**src/rtl/lifo_pkg.sv**
```systemverilog
package lifo_pkg;

    typedef enum logic [1:0] {
        OP_IDLE = 2'd0,
        OP_PUSH = 2'd1,
        OP_POP  = 2'd2,
        OP_BAD  = 2'd3
    } lifo_op_e;

    // Classify one cycle's request against the current fill flags.
    function automatic lifo_op_e classify(input logic push, input logic pop,
                                          input logic full, input logic empty);
        lifo_op_e op;
        if (push && pop)        op = OP_BAD;
        else if (push && full)  op = OP_BAD;
        else if (pop && empty)  op = OP_BAD;
        else if (push)          op = OP_PUSH;
        else if (pop)           op = OP_POP;
        else                    op = OP_IDLE;
        return op;
    endfunction

endpackage

```
**src/rtl/lifo_ctrl.sv**
```systemverilog
module lifo_ctrl #(
    parameter int DEPTH = 11,
    parameter int PTR_W = $clog2(DEPTH + 1)
) (
    input  logic             clk,
    input  logic             rst_n,
    input  logic             push_i,
    input  logic             pop_i,
    output logic [PTR_W-1:0] sp_o,
    output logic             wr_en_o,
    output logic [PTR_W-1:0] wr_addr_o,
    output logic             take_o,
    output logic             full_o,
    output logic             empty_o,
    output logic             err_o,
    output logic             rd_vld_o
);
    import lifo_pkg::*;

    localparam logic [PTR_W-1:0] SP_BOTTOM = PTR_W'(DEPTH);
    localparam logic [PTR_W-1:0] SP_ONE    = PTR_W'(1);

    typedef struct packed {
        logic [PTR_W-1:0] sp;
        logic             full;
        logic             empty;
        logic             err;
        logic             rd_vld;
    } ctrl_state_t;

    ctrl_state_t st_d, st_q;
    lifo_op_e    op;

    always_comb begin
        op             = classify(push_i, pop_i, st_q.full, st_q.empty);
        st_d           = st_q;
        st_d.err       = (op == OP_BAD);
        st_d.rd_vld    = (op == OP_POP);
        case (op)
            OP_PUSH: begin
                st_d.sp    = st_q.sp - SP_ONE;
                st_d.full  = (st_q.sp == SP_ONE);
                st_d.empty = 1'b0;
            end
            OP_POP: begin
                st_d.sp    = st_q.sp + SP_ONE;
                st_d.empty = ((st_q.sp + SP_ONE) == SP_BOTTOM);
                st_d.full  = 1'b0;
            end
            default: ;
        endcase
    end

    always_ff @(posedge clk or negedge rst_n) begin
        if (!rst_n) begin
            st_q.sp     <= SP_BOTTOM;
            st_q.full   <= 1'b0;
            st_q.empty  <= 1'b1;
            st_q.err    <= 1'b0;
            st_q.rd_vld <= 1'b0;
        end else begin
            st_q <= st_d;
        end
    end

    assign sp_o      = st_q.sp;
    assign wr_en_o   = (op == OP_PUSH);
    assign wr_addr_o = st_q.sp - SP_ONE;
    assign take_o    = (op == OP_POP);
    assign full_o    = st_q.full;
    assign empty_o   = st_q.empty;
    assign err_o     = st_q.err;
    assign rd_vld_o  = st_q.rd_vld;

endmodule

```
**src/rtl/lifo_store.sv**
```systemverilog
module lifo_store #(
    parameter int DEPTH  = 11,
    parameter int DATA_W = 8,
    parameter int PTR_W  = $clog2(DEPTH + 1)
) (
    input  logic              clk,
    input  logic              rst_n,
    input  logic              wr_en_i,
    input  logic [PTR_W-1:0]  wr_addr_i,
    input  logic [DATA_W-1:0] wr_data_i,
    input  logic [PTR_W-1:0]  rd_addr_i,
    output logic [DATA_W-1:0] rd_data_o
);
    logic [DATA_W-1:0] mem_d [DEPTH];
    logic [DATA_W-1:0] mem_q [DEPTH];

    for (genvar g = 0; g < DEPTH; g++) begin : g_entry
        always_comb begin
            mem_d[g] = mem_q[g];
            if (wr_en_i && (wr_addr_i == PTR_W'(g)))
                mem_d[g] = wr_data_i;
        end

        always_ff @(posedge clk or negedge rst_n) begin
            if (!rst_n) mem_q[g] <= '0;
            else        mem_q[g] <= mem_d[g];
        end
    end

    // Address DEPTH (the bottom-of-stack pointer value) reads as zero.
    always_comb begin
        rd_data_o = '0;
        for (int i = 0; i < DEPTH; i++) begin
            if (rd_addr_i == PTR_W'(i)) rd_data_o = mem_q[i];
        end
    end

endmodule

```
**src/rtl/lifo_stack.sv**
```systemverilog
module lifo_stack #(
    parameter int DEPTH  = 11,
    parameter int DATA_W = 8
) (
    input  logic              clk,
    input  logic              rst_n,
    input  logic              push_i,
    input  logic              pop_i,
    input  logic [DATA_W-1:0] push_data_i,
    output logic [DATA_W-1:0] pop_data_o,
    output logic              pop_valid_o,
    output logic [DATA_W-1:0] tos_o,
    output logic              full_o,
    output logic              empty_o,
    output logic              err_o
);
    localparam int PTR_W = $clog2(DEPTH + 1);

    logic [PTR_W-1:0]  sp;
    logic [PTR_W-1:0]  wr_addr;
    logic              wr_en;
    logic              take;
    logic [DATA_W-1:0] top_word;
    logic [DATA_W-1:0] rdata_d, rdata_q;

    lifo_ctrl #(.DEPTH(DEPTH), .PTR_W(PTR_W)) u_ctrl (
        .clk       (clk),
        .rst_n     (rst_n),
        .push_i    (push_i),
        .pop_i     (pop_i),
        .sp_o      (sp),
        .wr_en_o   (wr_en),
        .wr_addr_o (wr_addr),
        .take_o    (take),
        .full_o    (full_o),
        .empty_o   (empty_o),
        .err_o     (err_o),
        .rd_vld_o  (pop_valid_o)
    );

    lifo_store #(.DEPTH(DEPTH), .DATA_W(DATA_W), .PTR_W(PTR_W)) u_store (
        .clk       (clk),
        .rst_n     (rst_n),
        .wr_en_i   (wr_en),
        .wr_addr_i (wr_addr),
        .wr_data_i (push_data_i),
        .rd_addr_i (sp),
        .rd_data_o (top_word)
    );

    always_comb begin
        rdata_d = take ? top_word : rdata_q;
    end

    always_ff @(posedge clk or negedge rst_n) begin
        if (!rst_n) rdata_q <= '0;
        else        rdata_q <= rdata_d;
    end

    assign pop_data_o = rdata_q;
    assign tos_o      = empty_o ? '0 : top_word;

endmodule

```
**config.mk**
```make
export PLATFORM = sky130hd
export DESIGN_NAME = lifo_stack
export DESIGN_NICKNAME = d
export VERILOG_FILES = /design/src/rtl/lifo_pkg.sv /design/src/rtl/lifo_ctrl.sv /design/src/rtl/lifo_store.sv /design/src/rtl/lifo_stack.sv
export SDC_FILE = /design/constraint.sdc
export NUM_CORES = 1
export LEC_CHECK = 0
export BUFFER_PORTS_ARGS = -buffer_cell sky130_fd_sc_hd__buf_2
export CAP_MARGIN = 5
export CORE_UTILIZATION = 61
export CTS_CLUSTER_SIZE = 14
export DETAILED_ROUTE_END_ITERATION = 10
export PLACE_DENSITY = 0.9
export RECOVER_POWER = 50
export SLEW_MARGIN = 40
export SYNTH_ARGS = -nofsm -noshare
export SYNTH_HDL_FRONTEND = slang
export SYNTH_HIERARCHICAL = 1
export SYNTH_SLANG_ARGS = --single-unit
```
**constraint.sdc**
```tcl
create_clock -name clk -period 3.15 [get_ports clk]
set_input_delay 0.1575 -clock clk [delete_from_list [all_inputs] [get_ports clk]]
set_output_delay 0.1575 -clock clk [all_outputs]
set_load 0.01 [all_outputs]
```
### Yosys cells after proc, flatten, opt, wreduce, memory -nomap -nowiden

Index checks and enable logic that the tools add are counted.

| storage, ports and cells | value |
|---|---|
| register bits | 104 |
| input bits | 12 |
| output and inout port bits | 20 |

| operators by class | value |
|---|---|
| add/subtract/negate cells | 2 |
| equality and inequality tests | 24 |
| multiplexer cells | 18 |
| reductions and logical operators | 17 |

Operator list:

| kind | number |
|---|---|
| two-way mux 8 bit | 12 |
| equality test 4 x 3 -> 1 bit (second input constant) | 8 |
| equality test 4 bit (second input constant) | 7 |
| equality test 4 x 2 -> 1 bit (second input constant) | 4 |
| logical AND 1 bit | 14 |
| case mux 6 bit (2 select lines) | 1 |
| two-way mux 2 bit | 5 |
| equality test 4 x 1 -> 1 bit (second input constant) | 2 |
| logical NOT 4 bit | 2 |
| adder 4 x 1 -> 4 bit (second input constant) | 1 |
| equality test 2 bit (second input constant) | 2 |
| subtractor 4 x 1 -> 4 bit (second input constant) | 1 |
| equality test 2 x 1 -> 1 bit (second input constant) | 1 |
| nonzero test 2 bit | 1 |

### Longest topological paths before layout

| logic depth | value |
|---|---|
| depth in word-level cells | 13 |
| gate-level depth with buffers | 8 |

### Modules after synthesis

Netlist, hierarchy kept.

Modules (own cells, without submodules):

| module | instances | cells an instance | area each (um^2) | seq. area each (um^2) |
|---|---|---|---|---|
| lifo_store | 1 | 376 | 4,347.9 | 2,202.1 |
| lifo_ctrl | 1 | 50 | 526.8 | 205.2 |
| lifo_stack | 1 | 25 | 381.6 | 200.2 |

### Worst setup path before layout

No wires, ideal clock.

| timing | value |
|---|---|
| kind | reg2reg |
| start point | reg, netlist name u_ctrl/sp_o[0] |
| end point | reg u_store/mem_q[56] (netlist bit) |
| library setup time | 125 ps |
| arrival time | 2,096 ps |
| required time | 3,025 ps |
| setup slack | 929 ps |
| stages on the path, launching flop included | 8 |
| buffers on the path | 1 |
| clock period less this slack | 2,221 ps |
| cell sequence | dfstp_2 inv_1 ha_1 xor2_1 nor3b_1 nor2b_1 buf_2 mux2_2 |

| between the ends | value |
|---|---|
| cells in the longest elaborated chain, start to end | 3 |

RTL lines:

| what | RTL line | RTL |
|---|---|---|
| subtractor 4 x 1 -> 4 bit | lifo_ctrl.sv:68 | `assign wr_addr_o = st_q.sp - SP_ONE;` |
| net wr_addr[0] | lifo_stack.sv:20 | `logic [PTR_W-1:0] wr_addr;` |
| equality test 4 x 2 -> 1 bit | lifo_store.sv:20 | `if (wr_en_i && (wr_addr_i == PTR_W'(g)))` |
| logical AND 1 bit | lifo_store.sv:20 |  |
| to (signal, indexed assignment) | lifo_store.sv:26 | `else mem_q[g] <= mem_d[g];` |
| to (decl) | lifo_store.sv:15 | `logic [DATA_W-1:0] mem_q [DEPTH];` |

The timed path passes the listed nets, and every way through them passes these cells.
A chain may end at the register's enable or synchronous reset.

### Worst setup path in the final report

| timing | value |
|---|---|
| start point | reg, netlist name u_ctrl/sp_o[1] |
| end point | out tos_o[1] |

| between the ends | value |
|---|---|
| cells in the longest elaborated chain, start to end | 13 |
| elaborated cells on any way between the ends | 23 |

RTL lines:

| what | RTL line | RTL |
|---|---|---|
| logical NOT 4 bit | lifo_store.sv:34 | `if (rd_addr_i == PTR_W'(i)) rd_data_o = mem_q[i];` |
| two-way mux 8 bit (10 in series) | lifo_store.sv:34 |  |
| two-way mux 8 bit (*) | lifo_store.sv:34 |  |
| net top_word[1] | lifo_stack.sv:23 | `logic [DATA_W-1:0] top_word;` |
| two-way mux 8 bit (*) | lifo_stack.sv:61 | `assign tos_o = empty_o ? '0 : top_word;` |
| to (decl) | lifo_stack.sv:12 | `output logic [DATA_W-1:0] tos_o,` |

Mark *: on every way through the listed nets, which the timed path passes. The rest lies on a longest branch.

==> impl_metrics.json <==
{
  "final_cell_mix": "dfrtp_1 (99), mux2_2 (87), o21ai_0 (24)",
  "hold_viol": 0,
  "antenna_found_initial": 0,
  "core_sq_mm": 0.00826,
  "worstPathRequired_ns": 2.99,
  "timing.final.crit_period_ns": 3.00,
  "drv_cap": 1,
  "status": "complete, but fails checks",
  "clockBufferDepth": 2,
  "synth_edf_count": 0,
  "nets": 488,
  "die_w_um": 94.8,
  "critPathKind": "reg -> out",
  "ios": 32,
  "grt_overflow": 0,
  "irDropWorstVdd_v": 0.000386,
  "grt_pass1_wl_um": 19500,
  "power_leakage_nw": 2.52,
  "syn-num-nets": 471,
  "failed_checks": "capacitance limit, slew limit",
  "setup_viol": 0,
  "ff2ff_path_depth": 6,
  "finalPower_w": 0.00599,
  "via_per_inst": 6.52,
  "start_util_pct": 63.7,
  "gp_congestion": 0.941,
  "p_per_area_mw_per_mm2": 1060,
  "synth_ff_type": "dfrtp_1",
  "drc": 0,
  "wirelength_um": 12100,
  "grt_pass1_vias": 3640,
  "r2r_setup_slack_ns": 0.43,
  "post-route-period-util_pct": 95.2,
  "drt_iter0_drc": 392,
  "critPathCaptureType": "output pin",
  "crit_path_start": "u_ctrl/sp_o[1]$_DFFE_PN1P_",
  "drive_gt1_share_pct": 32.6,
  "final_common_cell": "dfrtp_1",
  "synth_cell_type_count": 52,
  "drv_slew": 93,
  "ys_seq_elements": 104,
  "critPathArrivalTime_ns": 2.84,
  "clock-sinks": 104,
  "cts_setup_buffers": 0,
  "timing.slew.headroom_pct": -47.5,
  "area_growth_pct": 8.07,
  "crit_fanout": 24,
  "n_fill_cell": 576,
  "r2r_start": "u_ctrl/sp_o[0]$_DFFE_PN1P_",
  "fp.dieArea_sq_mm": 0.00899,
  "synth-async-reset-ratio_pct": 100,
  "port-buffer-count": 31,
  "syn_area_sq_mm": 0.00526,
  "clk_latency_ns": 0.37,
  "antenna_cells": 0,
  "ant_nets": 0,
  "yosysWarnings": 6,
  "cp-start-kind": "register",
  "rsz0062_at_grt": "no",
  "die_height_um": 94.8,
  "firstDrtPassIters": 5,
  "grt_use_total_pct": 29.1,
  "dp_hpwl_um": 8200,
  "tns_ns": 0,
  "htreeDepth": 3,
  "clk_pin_slew_ns": 0.09,
  "whs_endpoint": "u_store/mem_q[40]$_DFFE_PN0P_",
  "max_freq_mhz": 334,
  "finClkSkew_ns": 0.0148,
  "hold_class": "in -> reg",
  "min_from": "push_data_i[0]",
  "syn_inst": 451,
  "worst_slew_pin_slew_ns": 2.21,
  "avgSynthCellArea_sq_um": 11.7,
  "cts_tree": "built",
  "wl_per_cell_um": 20.9,
  "core.rowCount": 33,
  "cts-root-buf": "clkbuf_8",
  "r2r_end": "u_store/mem_q[74]$_DFFE_PN0P_",
  "whs_path_depth": 3,
  "grt_max_degree": 93,
  "vias": 3767,
  "yosysSeqAreaShare_pct": 49.6,
  "cts_buffers": 9
}
## kinds of logic after synthesis
logic type      synth area share, %
flops                          49.6
mux                            21.7
compound gates                 12.5
simple gates                   8.93
buf+inv                        4.17
fa+ha+maj                      1.90
xor+xnor                       1.17
## worst max path at each step
| stage | end | depth (start not counted) |
|---|---|---|
| finish | tos_o[1] | 8 |
| global route | tos_o[1] | 8 |
| CTS | tos_o[3] | 8 |
| detailed placement | u_store/mem_q[50]$_DFFE_PN0P_ | 6 |
| global placement | u_store/mem_q[50]$_DFFE_PN0P_ | 6 |
| floorplan | u_store/mem_q[56]$_DFFE_PN0P_ | 7 |
## layout make-up
type	count	area (sq um)	area share (%)
Clock buffer	11	131	2.31
Clock inverter	5	105	1.85
Inverter	11	41.3	0.727
Multi-Input combinational cell	300	2440	42.9
Sequential cell	104	2610	45.9
Tap cell	105	131	2.31
Timing Repair Buffer	42	224	3.94
## state kept, by name, summed over array words and instances (netlist names)
name	cells
u_ctrl/full_o	1
u_ctrl/err_o	1
u_ctrl/empty_o	1
pop_data_o	8
u_ctrl/sp_o	4
u_ctrl/rd_vld_o	1
u_store/mem_q	88
## Yosys cell counts, types with 9 or more instances
library cell | instances | share of area, %
clkbuf_1 | 19 | 1.4
buf_2 | 13 | 1.2
a21oi_1 | 12 | 1.1
inv_1 | 11 | 0.79
o22ai_1 | 9 | 1.1
nand3_1 | 9 | 0.86
dfrtp_1 | 100 | 48
nor2_1 | 18 | 1.3
nor2b_1 | 16 | 1.9
mux2_2 | 87 | 19
o21ai_0 | 24 | 2.3
nand2_1 | 23 | 1.6
## metrics by stage
stage          cells  setup slack [ns]  instance area [sq um]  utilization (%)  hold WS (ns)
2_1_floorplan    451             0.929                   5260                -        -0.138
3_3_place_gp     561             0.544                   5440             65.9         0.434
3_5_place_dp     561             0.455                   5450             66.0         0.288
4_1_cts          578             0.120                   5690             68.9         0.145
5_1_grt          578            0.0168                   5680             68.8         0.180
6_report         578             0.152                   5680             68.8         0.160
## metal layers
layer,part of all wire (%),global-route usage [%],routed length (um),vias to the layer above
li1,-,-,-,1657
met1,43,41.3,5220,1906
met2,48,45.4,5810,188
met3,7.3,4.51,888,16
met4,1.5,9.97,177,0
met5,0,0,0,-
## timing repair
| action | CTS | global route |
|---|---|---|
| hold buffers | 1 | 0 |
| setup endpoints to repair | 0 | 2 |
| hold endpoints to repair | 87 | 0 |
| gates resized for setup | 0 | 4 |
## worst max-delay path, stage by stage (launching register included)
cell and delay, ns:
dfstp_2 0.81, buf_4 0.26, buf_4 0.29, nand3_1 0.23, nor2_1 0.22, a21oi_1 0.09
a32o_1 0.29, nor2b_1 0.14, buf_2 0.14
## power breakdown
group / internal (W) / leakage [nW] / switching [W]
clock: 0.000529 / 0.110 / 0.000442
sequential: 0.00194 / 1.32 / 0.000479
combinational: 0.00124 / 1.10 / 0.00136
total: 0.00372 / 2.52 / 0.00228
No activity file was read; power rests on OpenSTA's default activity.
